<file path="src/rtl/ow_od_pkg.sv">
package ow_od_pkg;

  typedef enum logic [1:0] {
    ST_IDLE,
    ST_SLOT,
    ST_RECOV
  } slot_st_e;

  // microseconds to clock cycles without 32-bit overflow
  function automatic int us_to_cyc(input int clk_hz, input int us);
    return ((clk_hz / 1000) * us) / 1000;
  endfunction

endpackage

</file>
<file path="src/rtl/ow_od_line_filter.sv">
module ow_od_line_filter #(
  parameter int SYNC_STAGES = 2,
  parameter int MIN_HIGH    = 2
) (
  input  logic clk_i,
  input  logic rst_ni,
  input  logic line_i,
  output logic level_o,
  output logic fall_o
);

  localparam int HW = $clog2(MIN_HIGH + 1);

  logic [SYNC_STAGES-1:0] sync_q;
  logic [HW-1:0]          hi_q, hi_n;
  logic                   level_q, level_n;
  logic                   fall_q;
  logic                   sync_top;

  assign sync_top = sync_q[SYNC_STAGES-1];

  always_comb begin
    hi_n    = hi_q;
    level_n = level_q;
    if (!sync_top) begin
      hi_n    = '0;
      level_n = 1'b0;
    end else begin
      if (hi_q != HW'(MIN_HIGH)) hi_n = hi_q + HW'(1);
      if (hi_n == HW'(MIN_HIGH)) level_n = 1'b1;
    end
  end

  always_ff @(posedge clk_i or negedge rst_ni) begin
    if (!rst_ni) begin
      sync_q  <= '1;
      hi_q    <= HW'(MIN_HIGH);
      level_q <= 1'b1;
      fall_q  <= 1'b0;
    end else begin
      sync_q  <= {sync_q[SYNC_STAGES-2:0], line_i};
      hi_q    <= hi_n;
      level_q <= level_n;
      fall_q  <= level_q & ~level_n;
    end
  end

  assign level_o = level_q;
  assign fall_o  = fall_q;

  // a synchronized low forces the filtered level low on the next cycle
  a_r10_low_passes: assert property (@(posedge clk_i) disable iff (!rst_ni)
    !sync_top |=> !level_q);

  // the filtered level only rises after a synchronized high
  a_r10_rise_needs_high: assert property (@(posedge clk_i) disable iff (!rst_ni)
    $rose(level_q) |-> $past(sync_top));

  // a fall strobe marks a high-to-low step of the filtered level
  a_r5_fall_marks_edge: assert property (@(posedge clk_i) disable iff (!rst_ni)
    fall_q |-> (!level_q && $past(level_q)));

endmodule

</file>
<file path="src/rtl/ow_od_slot_ctrl.sv">
module ow_od_slot_ctrl
  import ow_od_pkg::*;
#(
  parameter int CLK_HZ       = 50_000_000,
  parameter int SAMPLE_US    = 5,
  parameter int HOLD_US      = 6,
  parameter int VALID_MAX_US = 16,
  parameter int RESET_MIN_US = 40,
  parameter int PRES_ON_US   = 2,
  parameter int PRES_OFF_US  = 12,
  parameter int LOCK_US      = 48
) (
  input  logic clk_i,
  input  logic rst_ni,
  input  logic level_i,
  input  logic fall_i,
  input  logic tx_dir_i,
  input  logic tx_bit_i,
  output logic pull_o,
  output logic rst_stb_o,
  output logic rx_stb_o,
  output logic rx_bit_o
);

  localparam int T_SAMPLE = us_to_cyc(CLK_HZ, SAMPLE_US);
  localparam int T_HOLD   = us_to_cyc(CLK_HZ, HOLD_US);
  localparam int T_VMAX   = us_to_cyc(CLK_HZ, VALID_MAX_US);
  localparam int T_RST    = us_to_cyc(CLK_HZ, RESET_MIN_US);
  localparam int T_PON    = us_to_cyc(CLK_HZ, PRES_ON_US);
  localparam int T_POFF   = us_to_cyc(CLK_HZ, PRES_OFF_US);
  localparam int T_LOCK   = us_to_cyc(CLK_HZ, LOCK_US);
  localparam int T_MAX_A  = (T_LOCK > T_RST) ? T_LOCK : T_RST;
  localparam int T_MAX    = (T_MAX_A > T_POFF) ? T_MAX_A : T_POFF;
  localparam int CNT_W    = $clog2(T_MAX + 1);

  localparam logic [CNT_W-1:0] C_SAMPLE = CNT_W'(T_SAMPLE);
  localparam logic [CNT_W-1:0] C_HOLD   = CNT_W'(T_HOLD);
  localparam logic [CNT_W-1:0] C_VMAX   = CNT_W'(T_VMAX);
  localparam logic [CNT_W-1:0] C_RST    = CNT_W'(T_RST);
  localparam logic [CNT_W-1:0] C_PON    = CNT_W'(T_PON);
  localparam logic [CNT_W-1:0] C_POFF   = CNT_W'(T_POFF);
  localparam logic [CNT_W-1:0] C_LOCK   = CNT_W'(T_LOCK);
  localparam logic [CNT_W-1:0] C_MAX    = CNT_W'(T_MAX);

  slot_st_e         st_q, st_n;
  logic [CNT_W-1:0] cnt_q, cnt_n;
  logic             cnt_clr;
  logic             smp_q, smp_n;
  logic             drv0_q, drv0_n;
  logic             pull_q, pull_n;
  logic             rx_stb_q, rx_stb_n;
  logic             rx_bit_q, rx_bit_n;
  logic             rst_stb_q, rst_stb_n;

  always_comb begin
    st_n      = st_q;
    cnt_clr   = 1'b0;
    smp_n     = smp_q;
    drv0_n    = drv0_q;
    rx_stb_n  = 1'b0;
    rx_bit_n  = rx_bit_q;
    rst_stb_n = 1'b0;
    case (st_q)
      ST_IDLE: begin
        if (fall_i) begin
          st_n    = ST_SLOT;
          cnt_clr = 1'b1;
          smp_n   = 1'b0;
          drv0_n  = tx_dir_i & ~tx_bit_i;
        end
      end
      ST_SLOT: begin
        if (!smp_q) begin
          if (cnt_q == C_SAMPLE) begin
            smp_n = 1'b1;
            if (level_i) begin
              rx_stb_n = 1'b1;
              rx_bit_n = 1'b1;
              st_n     = ST_IDLE;
            end
          end
        end else if (level_i) begin
          if (cnt_q <= C_VMAX) begin
            rx_stb_n = 1'b1;
            rx_bit_n = 1'b0;
            st_n     = ST_IDLE;
          end else if (cnt_q >= C_RST) begin
            rst_stb_n = 1'b1;
            st_n      = ST_RECOV;
            cnt_clr   = 1'b1;
          end else begin
            st_n = ST_IDLE;
          end
        end
      end
      ST_RECOV: begin
        if (cnt_q == C_LOCK) st_n = ST_IDLE;
      end
      default: st_n = ST_IDLE;
    endcase

    if (cnt_clr)             cnt_n = '0;
    else if (cnt_q == C_MAX) cnt_n = cnt_q;
    else                     cnt_n = cnt_q + CNT_W'(1);

    pull_n = ((st_n == ST_SLOT) && drv0_n && (cnt_n < C_HOLD)) ||
             ((st_n == ST_RECOV) && (cnt_n >= C_PON) && (cnt_n < C_POFF));
  end

  always_ff @(posedge clk_i or negedge rst_ni) begin
    if (!rst_ni) begin
      st_q      <= ST_IDLE;
      cnt_q     <= '0;
      smp_q     <= 1'b0;
      drv0_q    <= 1'b0;
      pull_q    <= 1'b0;
      rx_stb_q  <= 1'b0;
      rx_bit_q  <= 1'b0;
      rst_stb_q <= 1'b0;
    end else begin
      st_q      <= st_n;
      cnt_q     <= cnt_n;
      smp_q     <= smp_n;
      drv0_q    <= drv0_n;
      pull_q    <= pull_n;
      rx_stb_q  <= rx_stb_n;
      rx_bit_q  <= rx_bit_n;
      rst_stb_q <= rst_stb_n;
    end
  end

  assign pull_o    = pull_q;
  assign rst_stb_o = rst_stb_q;
  assign rx_stb_o  = rx_stb_q;
  assign rx_bit_o  = rx_bit_q;

  // a bit strobe lasts a single cycle
  a_r5_strobe_pulse: assert property (@(posedge clk_i) disable iff (!rst_ni)
    rx_stb_q |=> !rx_stb_q);

  // a reset never doubles as a data bit
  a_r2_strobes_exclusive: assert property (@(posedge clk_i) disable iff (!rst_ni)
    rst_stb_q |-> !rx_stb_q);

  // the presence pull-low starts after the reset strobe, not with it
  a_r3_presence_delayed: assert property (@(posedge clk_i) disable iff (!rst_ni)
    rst_stb_q |-> !pull_q);

  // no bit is reported while the post-reset lockout runs
  a_r4_lock_quiet: assert property (@(posedge clk_i) disable iff (!rst_ni)
    (st_q == ST_RECOV) |-> !rx_stb_q);

  // the line is only pulled inside a slot or the recovery window
  a_r8_pull_owner: assert property (@(posedge clk_i) disable iff (!rst_ni)
    pull_q |-> (st_q != ST_IDLE));

endmodule

</file>
<file path="src/rtl/ow_od_slot_engine.sv">
module ow_od_slot_engine #(
  parameter int CLK_HZ       = 50_000_000,
  parameter int SYNC_STAGES  = 2,
  parameter int MIN_HIGH     = 2,
  parameter int SAMPLE_US    = 5,
  parameter int HOLD_US      = 6,
  parameter int VALID_MAX_US = 16,
  parameter int RESET_MIN_US = 40,
  parameter int PRES_ON_US   = 2,
  parameter int PRES_OFF_US  = 12,
  parameter int LOCK_US      = 48
) (
  input  logic clk_i,
  input  logic rst_ni,
  input  logic line_i,
  output logic pull_o,
  output logic bus_rst_o,
  output logic bit_stb_o,
  output logic bit_val_o,
  input  logic tx_dir_i,
  input  logic tx_bit_i
);

  logic level;
  logic fall;

  ow_od_line_filter #(
    .SYNC_STAGES (SYNC_STAGES),
    .MIN_HIGH    (MIN_HIGH)
  ) u_filter (
    .clk_i   (clk_i),
    .rst_ni  (rst_ni),
    .line_i  (line_i),
    .level_o (level),
    .fall_o  (fall)
  );

  ow_od_slot_ctrl #(
    .CLK_HZ       (CLK_HZ),
    .SAMPLE_US    (SAMPLE_US),
    .HOLD_US      (HOLD_US),
    .VALID_MAX_US (VALID_MAX_US),
    .RESET_MIN_US (RESET_MIN_US),
    .PRES_ON_US   (PRES_ON_US),
    .PRES_OFF_US  (PRES_OFF_US),
    .LOCK_US      (LOCK_US)
  ) u_ctrl (
    .clk_i     (clk_i),
    .rst_ni    (rst_ni),
    .level_i   (level),
    .fall_i    (fall),
    .tx_dir_i  (tx_dir_i),
    .tx_bit_i  (tx_bit_i),
    .pull_o    (pull_o),
    .rst_stb_o (bus_rst_o),
    .rx_stb_o  (bit_stb_o),
    .rx_bit_o  (bit_val_o)
  );

endmodule

</file>
<file path="config.mk">
export PLATFORM = sky130hd
export DESIGN_NAME = ow_od_slot_engine
export DESIGN_NICKNAME = d
export VERILOG_FILES = /design/src/rtl/ow_od_pkg.sv /design/src/rtl/ow_od_line_filter.sv /design/src/rtl/ow_od_slot_ctrl.sv /design/src/rtl/ow_od_slot_engine.sv
export SDC_FILE = /design/constraint.sdc
export NUM_CORES = 1
export LEC_CHECK = 0
export ABC_AREA = 1
export BUFFER_PORTS_ARGS = -buffer_cell sky130_fd_sc_hd__buf_4
export CAP_MARGIN = 20
export CORE_ASPECT_RATIO = 1.25
export CORE_MARGIN = 4
export CORE_UTILIZATION = 40
export CTS_CLUSTER_SIZE = 30
export DETAILED_ROUTE_END_ITERATION = 12
export HOLD_SLACK_MARGIN = 0.03
export SYNTH_ARGS = -nofsm -noshare
export SYNTH_HDL_FRONTEND = slang
export SYNTH_HIERARCHICAL = 1
export SYNTH_SLANG_ARGS = --single-unit
</file>
<file path="constraint.sdc">
create_clock -name clk_i -period 3.7 [get_ports clk_i]
set_input_delay 0.74 -clock clk_i [delete_from_list [all_inputs] [get_ports clk_i]]
set_output_delay 0.74 -clock clk_i [all_outputs]
set_load 0.005 [all_outputs]
</file>
==> run_results.csv, run 1 <==
group,metric,value,unit
outcome,run_status,"complete, no violations",
sta,layout_min_cycle_time,1740,ps
sta,worstMarginPinSlew,380,ps
grt,grt_max_degree,27,
route,drt_first_pass_iters,4,
sta,hold_ws,360,ps
route,routed_wl,2.95,mm
power,clockPowerShare,0.242,
route,wl_per_cell,12.2,um
clock_network,cts.reportedPaths.clkPinSlew,90,ps
worst_setup_path,endpoint_kind,"flop",
route,vias,1154,
synth,synth.distinct_cells,21,
grt,busiest_layer,"met2",
synth,yosysWarnings,6,
placed_design,port_buffers,8,
finish,finalNetCount,213,
synth,synth_area,0.00144,mm2
floorplan,die_w,61.6,um
power,internal-power,615,uW
placed_design,placed_cells,238,
clock_network,cts_tree,"done",
sta,period_share,0.469,
worst_setup_path,crit_path_top_delay_cell,"dfrtp_1",
grt,grt_pass1_wl,5.16,mm
floorplan,ios,9,
sta,tns,0,ps
route,drt_iter0_drc,20,
route,postRouteAntennaNets,0,
clock_network,clk_path_buf_depth,2,
floorplan,die-area,0.00462,mm2
floorplan,start_util,0.412,
clock_network,cts.sinks,26,
power,swShare,0.367,
synth,synth_nets,200,
sta,finalClockSkew,2.30,ps
clock_network,cts_setup_buffers,0,
power,power_frac_seq,0.422,
sta,rsz0062_at_grt,"no",
worst_setup_path,reg2reg_from,"u_ctrl/cnt_q[1]",
clock_network,cts_buffers,3,
sta,fmaxAchievable,0.576,GHz
floorplan,coreArea,0.00348,mm2
clock_network,htreeDepth,1,
sta,hold_violations,0,
power,power,973,uW
finish,stdcell_count,242,
grt,grt_usage,0.152,
worst_setup_path,crit_required,3910,ps
worst_setup_path,cp_cell_sequence,"ha_1, nand3_1, inv_1, nand2_1, nor2_2, xor2_1, o21ai_1, nor2_1, nand3_1, nand2_1",
worst_setup_path,start_kind,"flop",
synth,syn_inst,191,
synth,yosysSeqAreaShare,0.456,
worst_setup_path,path_class,"reg2reg",
grt,grt_pass1_vias,1195,
clock_network,cts_resized,0,
finish,final_common_cell,"nand2_1",
power,ir_drop,329,uV
power,power_frac_comb,0.336,
finish,layout_common_cells,"nand2_1 (54), inv_1 (29), nor2_1 (25), dfrtp_1 (22), nand3_1 (9)",
floorplan,die_h,75,um
sta,relSlewSlack,0.747,
route,drt_drc_violations_left,0,
route,via_per_inst,4.77,
grt,grt_overflow,0,
finish,area_growth,12.5,%
worst_hold_path,min_path_type,"in2async",
power,powerDensity,602,mW/mm2
power,p_leak,0.000863,uW
synth,avgSynthCellArea,7.52,um2
finish,drive_gt1_frac,0.158,
power,p_sw,357,uW
grt,use_met3,0.0172,
finish,diodes,0,
clock_network,worstSkewPairLatency,270,ps
clock_network,hold_buffers,0,
sta,setup_violations,0,
flow_run,cap_violations,0,
floorplan,rows,24,
worst_setup_path,arrival,1950,ps
synth,yosys_register_bits,26,
grt,globalRouteMet2Util,0.278,
placed_design,dp_hpwl,2.40,mm
clock_network,cts-root-buf,"clkbuf_8",
sta,slew_violations,0,
worst_setup_path,path_max_fanout,4,
grt,grtUsageMet1,0.171,
worst_setup_path,critPathLaunch,"u_ctrl/cnt_q[1]",
worst_setup_path,max_stage_delay,420,ps
placed_design,place.gp.congestion,0.812,
grt,antenna_found_initial,0,
## worst max-delay path: cells and delay by family (launching register included)
family                   cells  cell delay [ps]
flip-flops                   1              420
XOR/XNOR                     1              220
AND/OR/NAND/NOR              6              580
buffers and inverters        1              140
adder cells (fa/ha/maj)      1              210
AO/OA/AOI/OAI                1              110
## stage by stage
| step | setup WS, ps | utilization | instance area (um2) |
|---|---|---|---|
| final | 1960 | 0.464 | 1620 |
| after global routing | 1780 | 0.464 | 1620 |
| after CTS | 1960 | 0.464 | 1620 |
| after detailed placement | 1960 | 0.444 | 1550 |
| after global placement | 2010 | 0.444 | 1550 |
| after floorplan | 2180 | - | 1440 |
## Yosys cell counts
library cell	count	area [um2]
a21oi_1	5	25.0
clkinv_2	1	5.00
dfrtp_1	22	551
dfstp_2	4	105
ha_1	4	50.1
inv_1	29	109
nand2_1	54	203
nand2_2	7	43.8
nand2_4	1	11.3
nand3_1	9	45.0
nand3b_1	1	7.51
nor2_1	25	93.8
nor2_2	5	31.3
nor2_4	1	11.3
nor3_1	7	35.0
o21ai_0	6	30.0
o21ai_1	1	5.00
o21bai_1	1	7.51
or2_2	1	6.26
xnor2_1	1	8.76
xor2_1	6	52.6
## path summary, 6_finish.rpt
path                                       to  slack [ps]  depth (start not counted)
max                             u_ctrl/pull_o        1960                         10
max in group asynchronous  u_filter/sync_q[1]        3050                          1
min reg2reg                u_filter/sync_q[1]         360                          0
min                           u_filter/fall_o         360                          1
min in group clk_i         u_filter/sync_q[1]         360                          0
max reg2reg                     u_ctrl/pull_o        1960                         10
## registers in the layout, summed over array words and instances, names as in the netlist
register and flops:
u_ctrl/cnt_q 12, u_ctrl/drv0_q 1, u_ctrl/pull_o 1, u_ctrl/rst_stb_o 1, u_ctrl/rx_bit_o 1, u_ctrl/rx_stb_o 1, u_ctrl/smp_q 1, u_ctrl/st_q 2
u_filter/fall_o 1, u_filter/hi_q 2, u_filter/level_o 1, u_filter/sync_q 2
## area by class of cell
type,instances,area (um2)
Fill cell,348,1870
Timing Repair Buffer,8,60.1
Inverter,30,114
Clock buffer,3,41.3
Clock inverter,1,30.0
Tap cell,39,48.8
Multi-Input combinational cell,135,667
Sequential cell,26,656
## power groups by stage
stage | clock, uW | combinational (uW) | sequential, uW
global route | 255 | 377 | 420
floorplan | 0 | 243 | 402
CTS | 243 | 329 | 410
global placement | 0 | 322 | 415
finish | 236 | 327 | 410
detailed placement | 0 | 325 | 415
## per-layer routing
layer,part of all wire,up-vias
li1,-,602
met1,0.41,523
met2,0.53,21
met3,0.026,8
met4,0.027,0
met5,0,-
## cells by family after synthesis
| logic type | after synthesis | synth area share |
|---|---|---|
| XOR/XNOR | 7 | 0.0427 |
| AO/OA/AOI/OAI | 13 | 0.0470 |
| flip-flops | 26 | 0.456 |
| AND/OR/NAND/NOR | 111 | 0.340 |
| buffers and inverters | 30 | 0.0793 |
| adder cells (fa/ha/maj) | 4 | 0.0348 |
Note: power is estimated with default switching activity, not from simulation.
==> run 2: changes to the inputs <==
==> constraint.sdc (replaced) <==
create_clock -name clk_i -period 1.7 [get_ports clk_i]
set_input_delay 0.34 -clock clk_i [delete_from_list [all_inputs] [get_ports clk_i]]
set_output_delay 0.34 -clock clk_i [all_outputs]
set_load 0.005 [all_outputs]
==> run 2 against run 1 <==
Net effect: first-iteration DRC count is 75% higher; die area did not move; core utilization is 6.0 points higher; register-to-register slack got worse by 1900 ps; highest routed layer unchanged; critical path depth rose by 2; clock power is 110% higher; non-clock buffer count grew 13; sequential cell count unchanged; design area grew 13%; wire length increased by 4.3%; largest power group is now combinational logic; combinational power grew to 2.9 times the previous value.
==> run_results.csv, run 2 (synthesis gave the netlist of run 1 again) <==
group,metric,value,unit
worst_hold_path,min_path_type,"in2reg",
floorplan,ios,9,
route,routed_wl,3.08,mm
power,powerDensity,1310,mW/mm2
grt,grt_overflow,0,
finish,diodes,0,
worst_setup_path,critPathLaunch,"u_ctrl/cnt_q[1]",
worst_setup_path,endpoint_kind,"flop",
sta,period_share,0.970,
sta,fmaxAchievable,0.606,GHz
grt,antenna_found_initial,0,
placed_design,dp_hpwl,2.38,mm
power,p_sw,867,uW
floorplan,die_h,75,um
worst_setup_path,r2r-end,"u_ctrl/pull_o",
flow_run,cap_violations,0,
clock_network,cts.sinks,26,
grt,grt_pass1_wl,5.18,mm
power,swShare,0.364,
route,vias,1220,
placed_design,port_buffers,8,
sta,relSlewSlack,0.783,
worst_setup_path,path_class,"reg2reg",
floorplan,rows,24,
sta,setup_violations,0,
grt,grt_usage,0.151,
sta,rsz0062_at_grt,"yes",
outcome,run_status,"complete, no violations",
clock_network,clk_path_buf_depth,2,
worst_setup_path,worstRegToRegCells,12,
floorplan,start_util,0.412,
power,p_leak,0.000946,uW
finish,drive_gt1_frac,0.287,
power,clockPowerShare,0.211,
route,via_per_inst,4.78,
placed_design,place.gp.congestion,0.803,
clock_network,worstSkewPairLatency,260,ps
power,power_frac_comb,0.403,
finish,finalNetCount,226,
route,postRouteAntennaNets,0,
worst_setup_path,arrival,1810,ps
route,drt_first_pass_iters,4,
floorplan,die_w,61.6,um
clock_network,cts_buffers,3,
sta,hold_ws,180,ps
sta,finalClockSkew,5.71,ps
floorplan,die-area,0.00462,mm2
sta,slew_violations,0,
finish,final_common_cell,"nand2_1",
worst_setup_path,crit_required,1860,ps
clock_network,cts_tree,"done",
sta,layout_min_cycle_time,1650,ps
route,wl_per_cell,12.1,um
route,drt_drc_violations_left,0,
worst_setup_path,start_kind,"flop",
clock_network,htreeDepth,1,
finish,area_growth,27.2,%
finish,final_cell_area,0.00183,mm2
power,ir_drop,825,uV
grt,grt_max_degree,27,
power,internal-power,1520,uW
power,power_frac_seq,0.386,
worst_setup_path,r2r_setup_slack,50,ps
placed_design,dpl_cell_area,0.00158,mm2
finish,largest_register_ffs,12,
sta,worstMarginPinSlew,326,ps
floorplan,coreArea,0.00348,mm2
worst_setup_path,endpoint,"u_ctrl/pull_o",
route,drt_iter0_drc,35,
worst_setup_path,reg2reg_from,"u_ctrl/cnt_q[1]",
finish,largest_register,"u_ctrl/cnt_q",
finish,layout_common_cells,"nand2_1 (51), inv_1 (27), nor2_1 (24), dfrtp_1 (20), buf_4 (19)",
clock_network,cts-root-buf,"clkbuf_8",
worst_setup_path,path_max_fanout,3,
grt,grt_pass1_vias,1214,
worst_hold_path,min-delay-start,"line_i",
sta,hold_violations,0,
clock_network,cts.reportedPaths.clkPinSlew,90,ps
-- run 2: how the worst min path moves through the flow --
stage,cells past startpoint,to,slack (ps)
after detailed placement,1,u_filter/fall_o,260
final,1,u_filter/sync_q[0],180
after global routing,1,u_filter/sync_q[0],160
after floorplan,0,u_ctrl/cnt_q[0],40
after global placement,1,u_filter/fall_o,260
after CTS,1,u_filter/sync_q[0],170
-- run 2: critical path: stages, from the launching register on --
cell and delay (ps):
dfrtp_1 400, buf_4 150, ha_4 170, nand3_4 90
inv_2 60, nand2_1 80, nand2_1 100, o21ai_0 200
nand2_1 70, nand2_1 60, nand2_1 50, nand3_1 70
nand2_1 50
-- run 2: metal layers --
layer,track usage,wire (um)
met5,0,0
met1,0.172,1300
met4,0.0495,21
met3,0.0206,79
met2,0.281,1680
-- run 2: power by group through the flow --
stage	combinational, uW	clock, uW	sequential (uW)
4_1_cts	789	515	886
3_5_place_dp	743	0	909
5_1_grt	1090	546	949
2_1_floorplan	530	0	876
3_3_place_gp	740	0	900
6_report	961	502	921
-- run 2: cell type report --
type,count,area (um2)
fill,320,1660
multi-input combinational,135,771
clock buffer,3,41.3
clock inverter,1,30.0
tap,39,48.8
inverter,30,114
sequential,26,658
timing repair buffer,21,164
-- run 2: repair_timing --
| action | in CTS | in global routing |
|---|---|---|
| endpoints found under the setup margin | 1 | 4 |
| resized for setup | 2 | 23 |
| cloned | 0 | 0 |
| hold buffers | 1 | 0 |
| pin swaps | 0 | 8 |
| buffers inserted | 3 | 4 |
| hold endpoints to repair | 22 | 0 |
-- run 2: per-stage QoR --
step                 util  setup WS, ps  setup TNS (ps)  std cells  power [uW]
floorplan               -           185               0        191        1410
global placement    0.454          9.84               0        243        1640
detailed placement  0.454         -37.6           -37.6        243        1650
CTS                 0.485          20.1               0        251        2190
global route        0.524          -119            -159        255        2580
finish              0.524          50.6               0        255        2380
==> run 3: changes to the inputs <==
--- a/config.mk
+++ b/config.mk
@@ -9,11 +9,12 @@
 export BUFFER_PORTS_ARGS = -buffer_cell sky130_fd_sc_hd__buf_4
 export CAP_MARGIN = 20
 export CORE_ASPECT_RATIO = 1.25
-export CORE_MARGIN = 4
+export CORE_MARGIN = 1
 export CORE_UTILIZATION = 40
 export CTS_CLUSTER_SIZE = 30
 export DETAILED_ROUTE_END_ITERATION = 12
 export HOLD_SLACK_MARGIN = 0.03
+export RECOVER_POWER = 100
 export SYNTH_ARGS = -nofsm -noshare
 export SYNTH_HDL_FRONTEND = slang
 export SYNTH_HIERARCHICAL = 1
==> run 3 against run 2 <==
Net effect: wire length increased by 5.8%; maximum frequency rose by 2.0%; total power rose by 4.7%; sequential cell count did not move; highest routed layer unchanged; largest power group unchanged; first-iteration DRC count increased by 2.9%.
==> run_results.csv, run 3 (synthesis gave the netlist of run 1 again) <==
group,metric,value,unit
outcome,run_status,"complete, no violations",
finish,largest_register_ffs,12,
power,power,2500,uW
finish,num-fill-cells,310,
floorplan,coreArea,0.00345,mm2
floorplan,die_h,69,um
sta,layout_min_cycle_time,1620,ps
worst_setup_path,crit_required,1870,ps
sta,period_share,0.951,
power,swShare,0.359,
worst_setup_path,cp.buffers_inverters,1,
floorplan,die_w,55.6,um
floorplan,start_util,0.416,
clock_network,htreeDepth,1,
clock_network,cts.reportedPaths.clkPinSlew,90,ps
finish,area_growth,30.2,%
grt,antenna_found_initial,0,
power,p_leak,0.000958,uW
placed_design,place.gp.congestion,0.862,
clock_network,cts_tree,"done",
worst_hold_path,worst_hold_path.num_cells,1,
placed_design,port_buffers,8,
finish,drive_gt1_frac,0.350,
worst_hold_path,min_path_type,"in2reg",
sta,relSlewSlack,0.576,
floorplan,rows,24,
grt,grt_usage,0.172,
placed_design,dpl_cell_area,0.00161,mm2
grt,grt_pass1_wl,5.16,mm
sta,setup_violations,0,
sta,worstMarginPinSlew,635,ps
clock_network,cts.sinks,26,
power,power_frac_comb,0.433,
sta,fmaxAchievable,0.618,GHz
worst_setup_path,max_stage_delay,420,ps
worst_setup_path,critPathTopFamily,"simple AND/OR/NAND/NOR gates",
grt,grt_overflow,0,
worst_setup_path,arrival,1790,ps
power,power_frac_seq,0.362,
sta,rsz0062_at_grt,"yes",
floorplan,ios,9,
worst_setup_path,worstRegToRegCells,13,
route,postRouteAntennaNets,0,
route,vias,1291,
clock_network,clk_path_buf_depth,2,
route,wl_per_cell,12.4,um
finish,seq_area,662,um2
sta,fin_ws,83.2,ps
sta,hold_violations,0,
sta,tns,0,ps
route,drt_first_pass_iters,4,
worst_setup_path,worstSetupPathDepth,13,
worst_setup_path,path_max_fanout,4,
finish,largest_register,"u_ctrl/cnt_q",
finish,multi_input_area,748,um2
clock_network,cts-root-buf,"clkbuf_8",
placed_design,place_ws,34.9,ps
sta,hold_ws,168,ps
worst_setup_path,crit_path_top_delay_cell,"dfrtp_1",
worst_setup_path,start_kind,"flop",
floorplan,die-area,0.00384,mm2
clock_network,cts_buffers,3,
worst_setup_path,crit_path_frequent_cell,"nand2_1",
grt,grt_max_degree,27,
placed_design,dp_hpwl,2.38,mm
grt,grt_pass1_vias,1201,
route,drt_iter0_drc,36,
finish,finalNetCount,233,
power,powerDensity,1340,mW/mm2
sta,finalClockSkew,5.04,ps
power,p_sw,897,uW
worst_setup_path,cp_cell_sequence,"inv_2, ha_2, nand2_1, nor2_1, nand3_1, nand2_1, nand2_2, nand2_1, nand2_2, nand3_1, nor2_1, nand2_1, nand2_1",
finish,layout_common_cells,"nand2_1 (50), inv_1 (25), nor2_1 (25), buf_4 (23), dfrtp_1 (17)",
power,clockPowerShare,0.205,
finish,final_common_cell,"nand2_1",
worst_setup_path,path_class,"reg2reg",
route,drt_drc_violations_left,0,
finish,final_cell_area,0.00187,mm2
flow_run,cap_violations,0,
route,routed_wl,3.25,mm
worst_setup_path,endpoint_kind,"flop",
power,ir_drop,872,uV
route,via_per_inst,4.93,
clock_network,worstSkewPairLatency,280,ps
finish,diodes,0,
sta,slew_violations,0,
power,internal-power,1600,uW
[run 3: cell types whose count changed in the layout (fill, tap and decap cells not counted), sizes merged]
cell	previous run	this run
buf	20	25
clkbuf	3	5
[run 3: path summary, 6_finish.rpt]
check	startpoint	to	slack (ps)
setup / recovery	u_ctrl/cnt_q[0]	u_ctrl/pull_o	80
hold / removal	line_i	u_filter/sync_q[0]	170
setup reg to reg	u_ctrl/cnt_q[0]	u_ctrl/pull_o	80
hold reg to reg	u_filter/sync_q[0]	u_filter/sync_q[1]	370
max in group asynchronous	rst_ni	u_ctrl/cnt_q[7]	640
min in group asynchronous	rst_ni	u_filter/fall_o	610
[run 3: power by group through the flow]
stage | Sequential (uW) | Combinational, uW | Clock, uW
4_1_cts | 888 | 769 | 520
3_5_place_dp | 900 | 758 | 0
6_report | 903 | 1080 | 513
5_1_grt | 924 | 1210 | 545
3_3_place_gp | 899 | 746 | 0
2_1_floorplan | 876 | 530 | 0
[run 3: repair_timing]
action | CTS | global route
resized for setup | 0 | 31
setup endpoints to repair | 0 | 2
hold endpoints to repair | 22 | 0
hold buffers | 1 | 0
setup buffers | 0 | 11
[run 3: through the flow]
step                std cells   util
global route              262  0.542
CTS                       251  0.488
global placement          246  0.465
floorplan                 191      -
detailed placement        246  0.465
finish                    262  0.542
[run 3: cell type report]
cell class	count	area share
Multi-Input combinational cell	135	0.400
Sequential cell	26	0.354
Timing Repair Buffer	28	0.121
Inverter	30	0.0609
Tap cell	39	0.0261
Clock buffer	3	0.0221
Clock inverter	1	0.0161
[run 3: per-layer routing]
| metal | global-route usage | wire [um] |
|---|---|---|
| met3 | 0.0113 | 99 |
| met4 | 0.0667 | 96 |
| met2 | 0.319 | 1730 |
| met5 | 0 | 0 |
| met1 | 0.203 | 1320 |
